==> src/rtl/vpir_pkg.sv <==
package vpir_pkg;
  localparam int NSRC_DEF = 32;
  localparam int NLVL_DEF = 16;
  localparam int DW_DEF   = 32;

  typedef enum logic [1:0] {
    RG_CTRL = 2'b00,
    RG_NONE = 2'b01,
    RG_VEC  = 2'b10,
    RG_PRIO = 2'b11
  } region_e;

  localparam int CTL_CUR   = 0;
  localparam int CTL_MASK  = 1;
  localparam int CTL_DAISY = 2;
endpackage

==> src/rtl/vpir_regs.sv <==
module vpir_regs
  import vpir_pkg::*;
#(
  parameter int NSRC = NSRC_DEF,
  parameter int NLVL = NLVL_DEF,
  parameter int DW   = DW_DEF,
  localparam int PW  = $clog2(NLVL),
  localparam int IW  = $clog2(NSRC),
  localparam int AW  = IW + 2,
  localparam int NIN = NSRC + 1
) (
  input  logic                     clk,
  input  logic                     rst_n,
  input  logic                     bus_sel,
  input  logic                     bus_wr,
  input  logic [AW-1:0]            bus_addr,
  input  logic [DW-1:0]            bus_wdata,
  input  logic [DW-1:0]            cur_rdata,
  output logic [DW-1:0]            bus_rdata,
  output logic                     bus_ready,
  output logic [NIN-1:0][PW-1:0]   prio,
  output logic [NSRC-1:0][DW-1:0]  vecs,
  output logic [NLVL-1:0]          lvl_mask,
  output logic                     ack_rd,
  output logic                     eos_wr
);
  region_e         region;
  logic [IW-1:0]   idx;
  logic            is_ctl_cur, is_ctl_mask, is_ctl_daisy;
  logic            slow, wait_q, done;

  assign region       = region_e'(bus_addr[AW-1:AW-2]);
  assign idx          = bus_addr[IW-1:0];
  assign is_ctl_cur   = (region == RG_CTRL) && (idx == IW'(CTL_CUR));
  assign is_ctl_mask  = (region == RG_CTRL) && (idx == IW'(CTL_MASK));
  assign is_ctl_daisy = (region == RG_CTRL) && (idx == IW'(CTL_DAISY));
  assign slow         = (region == RG_VEC) || (region == RG_PRIO) || is_ctl_daisy;
  assign bus_ready    = bus_sel && (!slow || wait_q);
  assign done         = bus_ready;
  assign ack_rd       = done && !bus_wr && is_ctl_cur;
  assign eos_wr       = done &&  bus_wr && is_ctl_cur;

  always_ff @(posedge clk or negedge rst_n) begin
    if (!rst_n) begin
      wait_q   <= 1'b0;
      lvl_mask <= '1;
      prio     <= '{default: '1};
      vecs     <= '0;
    end else begin
      wait_q <= bus_sel && slow && !wait_q;
      if (done && bus_wr) begin
        if (is_ctl_mask)       lvl_mask      <= bus_wdata[NLVL-1:0];
        if (is_ctl_daisy)      prio[NSRC]    <= bus_wdata[PW-1:0];
        if (region == RG_VEC)  vecs[idx]     <= bus_wdata;
        if (region == RG_PRIO) prio[idx]     <= bus_wdata[PW-1:0];
      end
    end
  end

  always_comb begin
    bus_rdata = '0;
    unique case (region)
      RG_CTRL: begin
        if (is_ctl_cur)   bus_rdata = cur_rdata;
        if (is_ctl_mask)  bus_rdata[NLVL-1:0] = lvl_mask;
        if (is_ctl_daisy) bus_rdata[PW-1:0] = prio[NSRC];
      end
      RG_VEC:  bus_rdata = vecs[idx];
      RG_PRIO: bus_rdata[PW-1:0] = prio[idx];
      default: bus_rdata = '0;
    endcase
  end

  // a slow access never completes in its first cycle, and it completes in its second
  assert_slow_wait_R8: assert property (@(posedge clk) disable iff (!rst_n)
    (bus_sel && slow && !wait_q) |-> !bus_ready)
    else $error("slow access completed without wait state");
  assert_slow_done_R8: assert property (@(posedge clk) disable iff (!rst_n)
    (bus_sel && slow && !bus_ready) |=> (!bus_sel || bus_ready))
    else $error("slow access took more than one wait state");
endmodule

==> src/rtl/vpir_arbiter.sv <==
module vpir_arbiter
  import vpir_pkg::*;
#(
  parameter int NSRC = NSRC_DEF,
  parameter int NLVL = NLVL_DEF,
  localparam int PW  = $clog2(NLVL),
  localparam int NIN = NSRC + 1,
  localparam int XW  = $clog2(NIN)
) (
  input  logic                    clk,
  input  logic                    rst_n,
  input  logic [NIN-1:0]          pend,
  input  logic [NIN-1:0][PW-1:0]  prio,
  input  logic [NLVL-1:0]         lvl_mask,
  output logic                    found,
  output logic [PW-1:0]           win_lvl,
  output logic [XW-1:0]           win_idx
);
  logic [NIN-1:0] eligible;

  for (genvar g = 0; g < NIN; g++) begin : g_elig
    assign eligible[g] = pend[g] && lvl_mask[prio[g]];
  end

  // Walk from the highest index down so that a tie resolves to the lowest index.
  always_comb begin
    found   = 1'b0;
    win_lvl = '1;
    win_idx = '0;
    for (int i = NIN - 1; i >= 0; i--) begin
      if (eligible[i] && (!found || prio[i] <= win_lvl)) begin
        found   = 1'b1;
        win_lvl = prio[i];
        win_idx = XW'(i);
      end
    end
  end

  // the chosen requester is pending and its level is unmasked
  assert_winner_eligible_R4: assert property (@(posedge clk) disable iff (!rst_n)
    found |-> (pend[win_idx] && lvl_mask[win_lvl]))
    else $error("winner not eligible");
endmodule

==> src/rtl/vpir_nest.sv <==
module vpir_nest
  import vpir_pkg::*;
#(
  parameter int NLVL = NLVL_DEF,
  parameter int DW   = DW_DEF,
  localparam int PW  = $clog2(NLVL)
) (
  input  logic            clk,
  input  logic            rst_n,
  input  logic            found,
  input  logic [PW-1:0]   win_lvl,
  input  logic [DW-1:0]   win_vec,
  input  logic            ack_rd,
  input  logic            eos_wr,
  output logic            qualify,
  output logic [DW-1:0]   vec_out
);
  logic [NLVL-1:0] in_svc;
  logic [DW-1:0]   held;
  logic [PW:0]     top_lvl;
  logic            ack_take;

  // Most urgent level in service, NLVL when none.
  function automatic logic [PW:0] top_of(input logic [NLVL-1:0] m);
    logic [PW:0] r;
    r = (PW+1)'(NLVL);
    for (int l = NLVL - 1; l >= 0; l--) if (m[l]) r = (PW+1)'(l);
    return r;
  endfunction

  // Clearing the lowest set bit drops the most urgent level.
  function automatic logic [NLVL-1:0] pop_top(input logic [NLVL-1:0] m);
    return m & (m - NLVL'(1));
  endfunction

  assign top_lvl  = top_of(in_svc);
  assign qualify  = found && ({1'b0, win_lvl} < top_lvl);
  assign vec_out  = qualify ? win_vec : held;
  assign ack_take = ack_rd && qualify;

  always_ff @(posedge clk or negedge rst_n) begin
    if (!rst_n) begin
      in_svc <= '0;
      held   <= '0;
    end else if (ack_take) begin
      in_svc[win_lvl] <= 1'b1;
      held            <= win_vec;
    end else if (eos_wr) begin
      in_svc <= pop_top(in_svc);
    end
  end

  // an acknowledge leaves the winner's level in service
  assert_ack_marks_R5: assert property (@(posedge clk) disable iff (!rst_n)
    ack_take |=> in_svc[$past(win_lvl)])
    else $error("acknowledged level not in service");
  // end of service removes exactly one level
  assert_eos_pops_R6: assert property (@(posedge clk) disable iff (!rst_n)
    (eos_wr && (in_svc != '0)) |=> ($countones(in_svc) == $countones($past(in_svc)) - 1))
    else $error("end of service did not remove one level");
  // an idle acknowledge read changes nothing
  assert_idle_read_R7: assert property (@(posedge clk) disable iff (!rst_n)
    (ack_rd && !qualify) |=> ($stable(in_svc) && $stable(held)))
    else $error("idle read changed state");
endmodule

==> src/rtl/vpir_top.sv <==
module vpir_top
  import vpir_pkg::*;
#(
  parameter int NSRC = NSRC_DEF,
  parameter int NLVL = NLVL_DEF,
  parameter int DW   = DW_DEF,
  localparam int PW  = $clog2(NLVL),
  localparam int IW  = $clog2(NSRC),
  localparam int AW  = IW + 2,
  localparam int NIN = NSRC + 1,
  localparam int XW  = $clog2(NIN)
) (
  input  logic            clk,
  input  logic            rst_n,
  input  logic [NSRC-1:0] irq_pend,
  input  logic            daisy_req,
  input  logic [DW-1:0]   daisy_vec,
  input  logic            bus_sel,
  input  logic            bus_wr,
  input  logic [AW-1:0]   bus_addr,
  input  logic [DW-1:0]   bus_wdata,
  output logic [DW-1:0]   bus_rdata,
  output logic            bus_ready,
  output logic            irq_req,
  output logic [DW-1:0]   vec_addr
);
  logic [NIN-1:0][PW-1:0]  prio;
  logic [NSRC-1:0][DW-1:0] vecs;
  logic [NLVL-1:0]         lvl_mask;
  logic                    ack_rd, eos_wr, found, qualify;
  logic [PW-1:0]           win_lvl;
  logic [XW-1:0]           win_idx;
  logic [DW-1:0]           win_vec, cur_vec;

  assign win_vec = (win_idx == XW'(NSRC)) ? daisy_vec : vecs[win_idx[IW-1:0]];

  vpir_regs #(.NSRC(NSRC), .NLVL(NLVL), .DW(DW)) u_regs (
    .clk(clk), .rst_n(rst_n), .bus_sel(bus_sel), .bus_wr(bus_wr),
    .bus_addr(bus_addr), .bus_wdata(bus_wdata), .cur_rdata(cur_vec),
    .bus_rdata(bus_rdata), .bus_ready(bus_ready), .prio(prio), .vecs(vecs),
    .lvl_mask(lvl_mask), .ack_rd(ack_rd), .eos_wr(eos_wr)
  );

  vpir_arbiter #(.NSRC(NSRC), .NLVL(NLVL)) u_arb (
    .clk(clk), .rst_n(rst_n), .pend({daisy_req, irq_pend}), .prio(prio),
    .lvl_mask(lvl_mask), .found(found), .win_lvl(win_lvl), .win_idx(win_idx)
  );

  vpir_nest #(.NLVL(NLVL), .DW(DW)) u_nest (
    .clk(clk), .rst_n(rst_n), .found(found), .win_lvl(win_lvl), .win_vec(win_vec),
    .ack_rd(ack_rd), .eos_wr(eos_wr), .qualify(qualify), .vec_out(cur_vec)
  );

  assign irq_req  = qualify;
  assign vec_addr = cur_vec;
endmodule

==> config.mk <==
export PLATFORM = sky130hd
export DESIGN_NAME = vpir_top
export DESIGN_NICKNAME = d
export VERILOG_FILES = /design/src/rtl/vpir_pkg.sv /design/src/rtl/vpir_regs.sv /design/src/rtl/vpir_arbiter.sv /design/src/rtl/vpir_nest.sv /design/src/rtl/vpir_top.sv
export SDC_FILE = /design/constraint.sdc
export NUM_CORES = 2
export LEC_CHECK = 0
export BUFFER_PORTS_ARGS = -buffer_cell sky130_fd_sc_hd__buf_2
export CAP_MARGIN = 0
export CORE_AREA = 5 5 402 404
export DETAILED_ROUTE_END_ITERATION = 8
export DIE_AREA = 0 0 407 409
export PLACE_DENSITY = 0.7
export SLEW_MARGIN = 40
export SYNTH_ARGS = -nofsm -noshare
export SYNTH_HDL_FRONTEND = slang
export SYNTH_SLANG_ARGS = --single-unit
==> constraint.sdc <==
create_clock -name clk -period 94.3 [get_ports clk]
set_input_delay 14.145 -clock clk [delete_from_list [all_inputs] [get_ports clk]]
set_output_delay 14.145 -clock clk [all_outputs]
set_load 0.1 [all_outputs]
==> flow_summary.json <==
{
  "status": "finished, final reports clean",
  "fin_worst_skew_ps": 55.02,
  "synth_common_cells": "1220 x mux2_2, 1073 x dfrtp_1, 915 x nand2_1",
  "totalWireLength_um": 279800,
  "drv_slew": 0,
  "pre_cts_ws_ps": 4887,
  "r2r_start": "u_regs.lvl_mask[2]",
  "worst-path-stages": 275,
  "p_sw_frac": 0.4014,
  "yosysMostFrequentCell": "mux2_2",
  "start_util": 0.4979,
  "yosys.area.top_type_share": 0.3425,
  "synth_fa_ha_area_frac": 0.01688,
  "gr-total-overflow": 0,
  "hold_path.class": "reg2reg",
  "grt_pass1_wl_um": 413600,
  "cts_buffers": 138,
  "sequentialPowerShare": 0.322,
  "power_density_nw_per_um2": 20.28,
  "endpoint": "bus_rdata[19]",
  "peakVddDrop_v": 0.00005174,
  "antenna_found_initial": 19,
  "fin_area_um2": 86220,
  "wl_per_cell_um": 30.97,
  "first_pass_iters": 6,
  "place_area_um2": 81220,
  "p_switching_mw": 0.7020,
  "cp_common_cell": "ha_1",
  "cp_data_required_time_ps": 80150,
  "die-height_um": 409,
  "htree_num_levels": 4,
  "cellLeakagePower_nw": 37.02,
  "crit_slowest_cell": "o31ai_1",
  "area_growth_syn_to_layout_pct": 9.972,
  "setup_viol": 0,
  "coreArea_um2": 157500,
  "synth_compound_area_frac": 0.1071,
  "synthMuxAreaShare": 0.3358,
  "chipWidth_um": 407,
  "post-route-min-period_ps": 89750,
  "numClockSinks": 1221,
  "grt_max_degree": 156,
  "synth_top_cell_by_area": "dfrtp_1",
  "insertion_delay_ps": 800,
  "ys_dominant_reg_cell": "dfrtp_1",
  "finalCritPeriodShare": 0.9517,
  "slowest_delay_ps": 650,
  "tritoncts": "built",
  "layout-drive-gt1-share": 0.3579,
  "top_level_ports": 174,
  "clockBufferDepth": 3,
  "synthesis.area_um2": 78400,
  "maxCapViolations": 0,
  "syn-num-nets": 7261,
  "p_int_mw": 1.047,
  "grt_pass1_vias": 63440,
  "rrSetupSlack_ps": 32360,
  "synth_xor_area_frac": 0.0006703,
  "synth_edf_count": 0,
  "path_delay_family": "compound AO/OA/AOI/OAI gates",
  "final_cells": 9035,
  "combPwrFrac": 0.360,
  "hp-start": "u_regs.vecs[338]",
  "ys_seq_area_frac": 0.3921,
  "drc": 0,
  "finalPower_mw": 1.749,
  "grtUsageTotal": 0.3283,
  "r2r_end": "u_nest.held[5]",
  "ys_ff_latch": 1221,
  "critPathBufInv": 26,
  "synthTopCellsByArea": "dfrtp_1 34%, mux2_2 18%, mux4_2 13%, dfstp_2 5.0%, nand2_1 4.4%",
  "tns_ps": 0,
  "nets": 7050,
  "crit_start": "daisy_req",
  "route.vias.total": 64280,
  "via_per_inst": 7.114,
  "yosys_warnings": 0,
  "dp_cells": 8765,
  "worstMarginPinSlew_ps": 953.6,
  "rsz0062_at_grt": "no",
  "portBuffers": 173,
  "max_freq_mhz": 11.14,
  "drtIter0Drc": 8422,
  "end_kind": "output pin",
  "timing.hold.ws_ps": 528.3,
  "clockPowerShare": 0.318,
  "slew_headroom": 0.3643,
  "reg2reg_depth": 273,
  "fp-row-count": 146,
  "cts_root_buffer": "clkbuf_16",
  "finish.utilization": 0.5476,
  "clkTransAtPathRegs_ps": 50,
  "yosys.area_share.simple": 0.1069,
  "path_max_fanout": 41,
  "synth_cell_type_count": 113,
  "ant_nets": 0,
  "setup_ws_ps": 4554,
  "path_class": "in2out",
  "die-area_um2": 166500,
  "dp_hpwl_um": 162500,
  "netlist_instances": 7052,
  "start_kind": "primary input",
  "gp_congestion": 0.9239,
  "synthArstFlopShare": 1.000,
  "syn_area_per_cell_um2": 11.12,
  "synth_top_family_by_area": "multiplexers",
  "hold_viol": 0,
  "cp.arrival_ps": 75600
}
## layout make-up
cell class	count	area (µm²)
Tap cell	2072	2592
Multi-Input combinational cell	5019	45010
Antenna cell	14	35.03
Timing Repair Buffer	316	2592
Clock inverter	44	598.1
Fill cell	13130	71240
Sequential cell	1221	30740
Inverter	145	544.3
Clock buffer	204	4115
## sequential cells by signal, indices dropped and copies added, names as in the netlist
signal           cells
u_nest.held         32
u_nest.in_svc       16
u_regs.lvl_mask     16
u_regs.prio        132
u_regs.vecs       1024
u_regs.wait_q        1
## what timing repair did
item / in CTS / in global routing
gates resized for setup: 0 / 5
hold buffers: 0 / 0
setup buffers: 0 / 1
endpoints found under the setup margin: 0 / 33
## cells in the final DEF, fill, tap and decap left out, drive strengths merged, types with 39 or more instances in the layout
cell / instances
ha: 101
nand4: 286
clkbuf: 205
nor2: 245
a211oi: 62
nand3: 77
dfrtp: 1073
a22oi: 172
and2: 48
a31oi: 45
mux2: 1234
o21ai: 204
nand2: 915
nor3: 44
buf: 315
inv: 147
a21oi: 197
a211o: 39
mux4: 440
a31o: 39
mux2i: 252
dfstp: 148
## worst reg2reg max path: cells and delay by family (launching register included)
family / cells / cell delay [ps]
AO/OA/AOI/OAI: 140 / 32540
multiplexers: 13 / 4210
buffers and inverters: 23 / 2840
flip-flops: 1 / 1100
AND/OR/NAND/NOR: 59 / 10420
adder cells (fa/ha/maj): 38 / 10740
## power by group through the flow
stage               Combinational (mW)  Sequential (mW)  Clock (mW)
floorplan                        0.418            0.562           0
global placement                 0.595            0.569           0
detailed placement               0.604            0.571           0
CTS                              0.607            0.561       0.561
global route                     0.652            0.564       0.582
finish                           0.630            0.562       0.557
## worst min-delay path by stage
stage	endpoint	slack [ps]	cells past startpoint
after floorplan	u_nest.held[16]	480	2
after global placement	u_nest.held[16]	500	2
after detailed placement	u_regs.vecs[322]	510	1
after CTS	u_regs.vecs[322]	530	1
after global routing	u_regs.vecs[701]	540	1
final	u_regs.vecs[338]	530	1
## routing by layer
metal | wire, µm | GRT usage | vias up
li1 | - | - | 26200
met1 | 103400 | 0.4278 | 32520
met2 | 122200 | 0.4846 | 4444
met3 | 34410 | 0.09891 | 1109
met4 | 19780 | 0.1942 | 6
met5 | 47 | 0 | -
## cell families (layout without fill, tap and decap cells)
| logic type | Yosys count | count (layout) |
|---|---|---|
| mux | 1926 | 1926 |
| simple gates | 1800 | 1802 |
| flops | 1221 | 1221 |
| compound gates | 1178 | 1178 |
| buf+inv | 814 | 709 |
| fa+ha+maj | 107 | 107 |
| xor+xnor | 6 | 6 |
| other cells | 0 | 14 |
No activity file was read; power rests on OpenSTA's default activity.
